===== src/rtl/hwmon_pkg.sv =====
package hwmon_pkg;
    localparam int NUM_CH = 7;
    localparam int CH_W   = 3;
    localparam int ADDR_W = 5;

    localparam logic [CH_W-1:0] LAST_CH = CH_W'(NUM_CH - 1);
    localparam logic [CH_W-1:0] TEMP_CH = CH_W'(NUM_CH - 1);

    localparam logic [ADDR_W-1:0] A_CFG  = 5'h00;
    localparam logic [ADDR_W-1:0] A_STAT = 5'h01;
    localparam logic [ADDR_W-1:0] A_MASK = 5'h02;

    localparam int CFG_GO   = 0;
    localparam int CFG_IEN  = 1;
    localparam int CFG_ICLR = 3;

    typedef enum logic [1:0] {
        S_IDLE,
        S_WAIT,
        S_CONV,
        S_STORE
    } seq_state_e;
endpackage


===== src/rtl/hwmon_tick.sv =====
module hwmon_tick #(
    parameter int TICK_DIV = 4444
) (
    input  logic clk,
    input  logic rst_n,
    input  logic run,
    output logic tick
);
    localparam int CW = (TICK_DIV > 1) ? $clog2(TICK_DIV) : 1;
    localparam logic [CW-1:0] CNT_LAST = CW'(TICK_DIV - 1);

    logic [CW-1:0] cnt_q;

    always_ff @(posedge clk or negedge rst_n) begin
        if (!rst_n)
            cnt_q <= '0;
        else if (!run || cnt_q == CNT_LAST)
            cnt_q <= '0;
        else
            cnt_q <= cnt_q + CW'(1);
    end

    assign tick = run && (cnt_q == CNT_LAST);

    // Counter restarts from zero whenever sampling is halted.
    p_tick_restart_r4: assert property (@(posedge clk) disable iff (!rst_n)
        !run |=> cnt_q == '0);
endmodule


===== src/rtl/hwmon_fsm.sv =====
module hwmon_fsm
    import hwmon_pkg::*;
#(
    parameter int DATA_W = 8
) (
    input  logic              clk,
    input  logic              rst_n,
    input  logic              run,
    input  logic              tick,
    input  logic              adc_done,
    input  logic [DATA_W-1:0] adc_data,
    output logic              adc_start,
    output logic [CH_W-1:0]   chan,
    output logic              commit,
    output logic [DATA_W-1:0] sample
);
    seq_state_e        state_q, state_d;
    logic [CH_W-1:0]   chan_q, chan_d;
    logic [DATA_W-1:0] sample_q;

    always_comb begin
        state_d = state_q;
        chan_d  = chan_q;
        if (!run) begin
            state_d = S_IDLE;
            chan_d  = '0;
        end else begin
            unique case (state_q)
                S_IDLE:  state_d = S_WAIT;
                S_WAIT:  if (tick) state_d = S_CONV;
                S_CONV:  if (adc_done) state_d = S_STORE;
                S_STORE: begin
                    state_d = S_WAIT;
                    chan_d  = (chan_q == LAST_CH) ? '0 : chan_q + CH_W'(1);
                end
            endcase
        end
    end

    always_ff @(posedge clk or negedge rst_n) begin
        if (!rst_n) begin
            state_q  <= S_IDLE;
            chan_q   <= '0;
            sample_q <= '0;
        end else begin
            state_q <= state_d;
            chan_q  <= chan_d;
            if (state_q == S_CONV && adc_done)
                sample_q <= adc_data;
        end
    end

    always_comb begin
        adc_start = (state_q == S_WAIT) && tick;
        commit    = (state_q == S_STORE) && run;
        chan      = chan_q;
        sample    = sample_q;
    end

    p_halt_r1: assert property (@(posedge clk) disable iff (!rst_n)
        !run |=> state_q == S_IDLE);
    p_chan_range_r3: assert property (@(posedge clk) disable iff (!rst_n)
        chan_q <= LAST_CH);
    p_wrap_r4: assert property (@(posedge clk) disable iff (!rst_n)
        (commit && chan_q == LAST_CH) |=> chan_q == '0);
    p_start_conv_r4: assert property (@(posedge clk) disable iff (!rst_n)
        adc_start |=> (state_q == S_CONV || !run));
    p_idle_ch0_r10: assert property (@(posedge clk) disable iff (!rst_n)
        state_q == S_IDLE |-> chan_q == '0);
endmodule


===== src/rtl/hwmon_regs.sv =====
module hwmon_regs
    import hwmon_pkg::*;
#(
    parameter int DATA_W = 8
) (
    input  logic              clk,
    input  logic              rst_n,
    input  logic              reg_wr,
    input  logic              reg_rd,
    input  logic [ADDR_W-1:0] reg_addr,
    input  logic [DATA_W-1:0] reg_wdata,
    output logic [DATA_W-1:0] reg_rdata,
    input  logic              commit,
    input  logic [CH_W-1:0]   chan,
    input  logic [DATA_W-1:0] sample,
    output logic              run,
    output logic              irq_pull
);
    logic              cfg_go, cfg_ien, cfg_iclr;
    logic [NUM_CH-1:0] stat_q, mask_q, ev_vec, clr_vec;
    logic [DATA_W-1:0] val_q [NUM_CH];
    logic [DATA_W-1:0] hi_q  [NUM_CH];
    logic [DATA_W-1:0] lo_q  [NUM_CH];
    logic              irq_q, viol;

    logic              val_hit, lim_hit;
    logic [CH_W-1:0]   val_idx, lim_idx;

    assign val_idx = reg_addr[CH_W-1:0];
    assign lim_idx = reg_addr[CH_W:1];
    assign val_hit = (reg_addr[4:3] == 2'b01) && (val_idx <= LAST_CH);
    assign lim_hit = reg_addr[4] && (lim_idx <= LAST_CH);

    always_ff @(posedge clk or negedge rst_n) begin
        if (!rst_n) begin
            cfg_go   <= 1'b0;
            cfg_ien  <= 1'b0;
            cfg_iclr <= 1'b0;
            mask_q   <= '0;
        end else if (reg_wr) begin
            if (reg_addr == A_CFG) begin
                cfg_go   <= reg_wdata[CFG_GO];
                cfg_ien  <= reg_wdata[CFG_IEN];
                cfg_iclr <= reg_wdata[CFG_ICLR];
            end
            if (reg_addr == A_MASK)
                mask_q <= reg_wdata[NUM_CH-1:0];
        end
    end

    assign run = cfg_go && !cfg_iclr;

    for (genvar g = 0; g < NUM_CH; g++) begin : g_lim
        localparam logic [DATA_W-1:0] HI_RST = (g == int'(TEMP_CH)) ?
            {1'b0, {(DATA_W-1){1'b1}}} : {DATA_W{1'b1}};
        localparam logic [DATA_W-1:0] LO_RST = (g == int'(TEMP_CH)) ?
            {1'b1, {(DATA_W-1){1'b0}}} : {DATA_W{1'b0}};
        logic [DATA_W-1:0] hi_r, lo_r;

        always_ff @(posedge clk or negedge rst_n) begin
            if (!rst_n) begin
                hi_r <= HI_RST;
                lo_r <= LO_RST;
            end else if (reg_wr && lim_hit && lim_idx == CH_W'(g)) begin
                if (reg_addr[0]) lo_r <= reg_wdata;
                else             hi_r <= reg_wdata;
            end
        end

        assign hi_q[g] = hi_r;
        assign lo_q[g] = lo_r;
    end

    always_comb begin
        if (chan == TEMP_CH)
            viol = ($signed(sample) > $signed(hi_q[chan])) ||
                   ($signed(sample) < $signed(lo_q[chan]));
        else
            viol = (sample > hi_q[chan]) || (sample < lo_q[chan]);
        ev_vec = '0;
        if (commit && viol)
            ev_vec[chan] = 1'b1;
        clr_vec = (reg_rd && reg_addr == A_STAT) ? stat_q : '0;
    end

    always_ff @(posedge clk or negedge rst_n) begin
        if (!rst_n) begin
            for (int i = 0; i < NUM_CH; i++)
                val_q[i] <= '0;
            stat_q <= '0;
            irq_q  <= 1'b0;
        end else begin
            if (commit)
                val_q[chan] <= sample;
            stat_q <= (stat_q & ~clr_vec) | ev_vec;
            irq_q  <= cfg_ien && !cfg_iclr && |(stat_q & ~mask_q);
        end
    end

    assign irq_pull = irq_q;

    always_comb begin
        reg_rdata = '0;
        if (reg_addr == A_CFG) begin
            reg_rdata[CFG_GO]   = cfg_go;
            reg_rdata[CFG_IEN]  = cfg_ien;
            reg_rdata[CFG_ICLR] = cfg_iclr;
        end else if (reg_addr == A_STAT) begin
            reg_rdata[NUM_CH-1:0] = stat_q;
        end else if (reg_addr == A_MASK) begin
            reg_rdata[NUM_CH-1:0] = mask_q;
        end else if (val_hit) begin
            reg_rdata = val_q[val_idx];
        end else if (lim_hit) begin
            reg_rdata = reg_addr[0] ? lo_q[lim_idx] : hi_q[lim_idx];
        end
    end

    p_irq_gate_r2: assert property (@(posedge clk) disable iff (!rst_n)
        irq_pull |-> $past(cfg_ien && !cfg_iclr));
    p_sticky_r6: assert property (@(posedge clk) disable iff (!rst_n)
        !(reg_rd && reg_addr == A_STAT) |=> (stat_q & $past(stat_q)) == $past(stat_q));
    p_mask_r9: assert property (@(posedge clk) disable iff (!rst_n)
        irq_pull |-> $past((stat_q & ~mask_q) != '0));
    p_commit_value_r5: assert property (@(posedge clk) disable iff (!rst_n)
        commit |=> val_q[$past(chan)] == $past(sample));
endmodule


===== src/rtl/hwmon_seq.sv =====
module hwmon_seq
    import hwmon_pkg::*;
#(
    parameter int DATA_W   = 8,
    parameter int TICK_DIV = 4444
) (
    input  logic              clk,
    input  logic              rst_n,
    output logic              adc_start,
    output logic [CH_W-1:0]   adc_chan,
    input  logic              adc_done,
    input  logic [DATA_W-1:0] adc_data,
    input  logic              reg_wr,
    input  logic              reg_rd,
    input  logic [ADDR_W-1:0] reg_addr,
    input  logic [DATA_W-1:0] reg_wdata,
    output logic [DATA_W-1:0] reg_rdata,
    output logic              irq_pull
);
    logic              run, tick, commit;
    logic [CH_W-1:0]   chan;
    logic [DATA_W-1:0] sample;

    hwmon_tick #(.TICK_DIV(TICK_DIV)) u_tick (
        .clk   (clk),
        .rst_n (rst_n),
        .run   (run),
        .tick  (tick)
    );

    hwmon_fsm #(.DATA_W(DATA_W)) u_fsm (
        .clk       (clk),
        .rst_n     (rst_n),
        .run       (run),
        .tick      (tick),
        .adc_done  (adc_done),
        .adc_data  (adc_data),
        .adc_start (adc_start),
        .chan      (chan),
        .commit    (commit),
        .sample    (sample)
    );

    hwmon_regs #(.DATA_W(DATA_W)) u_regs (
        .clk       (clk),
        .rst_n     (rst_n),
        .reg_wr    (reg_wr),
        .reg_rd    (reg_rd),
        .reg_addr  (reg_addr),
        .reg_wdata (reg_wdata),
        .reg_rdata (reg_rdata),
        .commit    (commit),
        .chan      (chan),
        .sample    (sample),
        .run       (run),
        .irq_pull  (irq_pull)
    );

    assign adc_chan = chan;
endmodule


===== config.mk =====
export PLATFORM = sky130hd
export DESIGN_NAME = hwmon_seq
export DESIGN_NICKNAME = d
export VERILOG_FILES = /design/src/rtl/hwmon_pkg.sv /design/src/rtl/hwmon_tick.sv /design/src/rtl/hwmon_fsm.sv /design/src/rtl/hwmon_regs.sv /design/src/rtl/hwmon_seq.sv
export SDC_FILE = /design/constraint.sdc
export NUM_CORES = 1
export LEC_CHECK = 0
export ABC_AREA = 0
export BUFFER_PORTS_ARGS = -buffer_cell sky130_fd_sc_hd__buf_4
export CORE_ASPECT_RATIO = 0.7
export CORE_MARGIN = 3
export CORE_UTILIZATION = 50
export DETAILED_ROUTE_END_ITERATION = 8
export PLACE_DENSITY = 0.67
export SLEW_MARGIN = 10
export SYNTH_ARGS = -nofsm -noshare
export SYNTH_HDL_FRONTEND = slang
export SYNTH_SLANG_ARGS = --single-unit

===== constraint.sdc =====
create_clock -name clk -period 3.2 [get_ports clk]
set_input_delay 0.64 -clock clk [delete_from_list [all_inputs] [get_ports clk]]
set_output_delay 0.64 -clock clk [all_outputs]
set_load 0.01 [all_outputs]

==> summary.md <==
| Metric | Value |
|---|---|
| Latest clock arrival within the worst-skew pair | 520 ps |
| Worst Path Required | 3580 ps |
| Seq cells post-synth | 212 |
| Via count | 8335 |
| Violated checks | setup timing |
| Comb pwr share | 26.7% |
| Hold Vio Cnt, Final | 0 |
| Antenna Nets Post-Route | 0 |
| Final worst slack | -63.5 ps |
| Nets@finish | 1069 |
| Die width | 186 um |
| RSZ-0062 raised after global routing | yes |
| Core area | 22000 um2 |
| Fmax | 0.306 GHz |
| DIE HEIGHT | 132 um |
| Area of the mapped netlist | 11400 um2 |
| Worst Hold Class | in2async |
| Commonest non-fill, non-tap cell in the layout | mux2_2 |
| Detailed placement HPWL | 23000 um |
| Cts bufs inserted | 21 |
| Grt ovf | 0 |
| Post-synth EDFFs | 0 |
| CTS max path bufs | 3 |
| Total GRT Usage | 26.7% |
| Worst hold slack | 173 ps |
| CTS tree | done |
| Crit Path Class | reg2reg |
| Static leakage | 5.94 nW |
| Worst r2r path cells | 10 |
| Final setup fails | 7 |
| Seq pwr share | 43.9% |
| Netlist cell types | 61 |
| Clk_skew | 26.4 ps |
| Post-synth ARST share | 100% |
| Most common flop cell mapped by yosys | dfrtp_1 |
| R2r setup slk | -60 ps |
| CTS Sinks | 212 |
| Worst setup path end | u_regs.stat_q[2] |
| Detailed Routing Iterations Pass 1 | 5 |
| Max cap viols | 0 |
| Crit end category | flop |
| I/O pin count | 39 |
| Synth Instances | 925 |
| Most frequent cells in the layout | mux2_2 (179), dfrtp_1 (153), buf_4 (120) |
| P_sw | 0.00248 W |
| Period utilization | 102% |
| Routed wire length per instance | 24.4 um |
| Critical Path AT | 3640 ps |
| Starting density of the core | 51.6% |
| Fin Setup TNS | -306 ps |
| H-tree depth | 1 |
| Tmin final | 3260 ps |
| Clock network fraction of total power | 29.3% |
| Clk root buf | clkbuf_16 |
| # hold bufs at CTS | 0 |
| Rows | 45 |
| # DRC | 0 |
| Pins Over Slew Limit | 0 |
| Switching share of power | 30.6% |
| Buffers on Ports | 38 |
| Syn_area_per_cell | 12.3 um2 |
| Worst r2r src | u_fsm.chan[1] |
| Initial antenna violation count | 0 |
| Worst Setup SP | u_fsm.chan[1] |
| Inserted Diodes | 0 |
| Post-synthesis sequential area ratio | 47.4% |
| Clock-pin slew on the worst setup and hold paths | 60 ps |
| Status | finished, violations left |
| Maximum VDD drop | 0.398 mV |
| Global-route wire length before repair | 49800 um |
| Power per cell area | 600 nW/um2 |
| Via-to-Cell Ratio | 6.21 |
| Syn nets | 970 |
| Layout Area Growth over Synthesis | 18.6% |
| Gpl congestion | 0.971 |
| Die area | 24600 um2 |
| Vias in the first global route | 7905 |
| Int Power | 0.00560 W |
| Final WL | 32800 um |
| DRT iter0 DRCs | 916 |
| Yosys warning count | 0 |
| Worst Setup Start Kind | flop |
| Layout cells sized above 1 | 46.4% |
| Worst-Margin Slew | 797 ps |
| Slew headroom | 46.8% |
| Largest net degree at the start of global routing | 79 |
| Crit path max fanout | 8 |
| Worst reg2reg endpoint | u_regs.stat_q[2] |
how the worst min path moves through the flow:
stage | end | cells after the start | startpoint | slack (ps)
floorplan | u_fsm.chan[0] | 0 | rst_n | 340
global placement | u_regs.val_q[32] | 2 | u_regs.val_q[32] | 460
detailed placement | u_regs.val_q[47] | 2 | u_regs.val_q[47] | 460
CTS | u_fsm.sample[4] | 1 | rst_n | 180
global route | u_fsm.sample[4] | 1 | rst_n | 220
finish | u_regs.val_q[52] | 1 | rst_n | 170
per-stage QoR:
| step | utilization, % | setup WS, ps | instances | instance area, um2 | power [W] |
|---|---|---|---|---|---|
| finish | 61.2 | -63.5 | 1342 | 13500 | 0.00808 |
| global route | 61.2 | -103 | 1342 | 13500 | 0.00844 |
| CTS | 59.8 | 9.14 | 1333 | 13200 | 0.00776 |
| global placement | 56.6 | -235 | 1296 | 12500 | 0.00525 |
| detailed placement | 56.6 | -309 | 1296 | 12500 | 0.00530 |
| floorplan | - | 35.1 | 925 | 11400 | 0.00456 |
power by group through the flow:
stage / registers (W) / logic [W] / clock network [W]
floorplan: 0.00342 / 0.00114 / 0
global placement: 0.00355 / 0.00170 / 0
detailed placement: 0.00356 / 0.00174 / 0
CTS: 0.00352 / 0.00183 / 0.00242
global route: 0.00359 / 0.00232 / 0.00254
finish: 0.00355 / 0.00216 / 0.00237
flip-flops by register name, indices dropped and copies added (netlist names), 2 cells and up:
signal,cells
u_fsm.chan,3
u_fsm.sample,8
u_fsm.state_q,2
u_regs.g_lim.hi_r,56
u_regs.g_lim.lo_r,56
u_regs.mask_q,7
u_regs.stat_q,7
u_regs.val_q,56
u_tick.cnt_q,13
synth_stat cells, drive strengths merged (3+ instances only):
| library cell | n | share of area (%) |
|---|---|---|
| mux2 | 181 | 18 |
| dfrtp | 156 | 34 |
| nand2 | 80 | 2.7 |
| nor2 | 66 | 2.3 |
| dfstp | 56 | 13 |
| mux2i | 44 | 3.9 |
| mux4 | 38 | 7.8 |
| a21oi | 34 | 1.5 |
| buf | 30 | 1.7 |
| o21ai | 28 | 1.2 |
| clkbuf | 27 | 0.89 |
| ha | 19 | 2.1 |
| inv | 17 | 0.56 |
| nand3 | 13 | 0.57 |
| nor2b | 11 | 0.61 |
| a22oi | 10 | 0.66 |
| nand4 | 10 | 0.55 |
| a221oi | 8 | 0.67 |
| a32o | 7 | 0.62 |
| nand2b | 7 | 0.39 |
| o211ai | 7 | 0.46 |
| xor2 | 7 | 0.54 |
| nor3 | 6 | 0.35 |
| a2111oi | 5 | 0.39 |
| a211oi | 5 | 0.33 |
| a21o | 5 | 0.33 |
| o22ai | 5 | 0.28 |
| xnor2 | 5 | 0.39 |
| a31oi | 4 | 0.22 |
| a222oi | 3 | 0.26 |
| a22o | 3 | 0.23 |
| and4 | 3 | 0.23 |
| nor4 | 3 | 0.30 |
| or3 | 3 | 0.17 |
cell families after synthesis:
family | Yosys count | share of synthesized area [%]
buffers and inverters | 74 | 3.11
AND/OR/NAND/NOR | 213 | 8.91
AO/OA/AOI/OAI | 132 | 7.87
flip-flops | 212 | 47.4
XOR/XNOR | 12 | 0.926
adder cells (fa/ha/maj) | 19 | 2.09
multiplexers | 263 | 29.7
per-layer routing:
layer  part of all wire [%]  wire [um]  global-route usage [%]
met2                     41      13600                    35.5
met5                      0          0                       0
met1                     48      15700                    44.0
met3                    8.9       2930                    6.51
met4                    1.8        583                    4.88
worst max-delay path: stages (launching register included):
cell and delay [ps]:
dfrtp_2 450, buf_6 160, mux4_2 500, mux2i_2 240
ha_1 290, and4b_2 280, a211oi_4 230, a2111oi_4 130
a311o_1 360, o31a_1 200, a32o_1 290
repair_timing:
action / CTS / global route
gates resized for setup: 11 / 46
cloned: 0 / 1
setup buffers: 1 / 10
setup endpoints to repair: 11 / 12
pin swaps: 1 / 33
hold endpoints to repair: 0 / 0
cell type report:
| class | count | area [um2] |
|---|---|---|
| flip-flops and latches | 212 | 5380 |
| well taps | 305 | 382 |
| multi-input cells | 639 | 5860 |
| clock inverters | 3 | 17.5 |
| inverters | 17 | 63.8 |
| repair buffers | 133 | 1140 |
| fillers | 1740 | 8550 |
| clock buffers | 33 | 631 |
(Power assumes the default switching activity.)
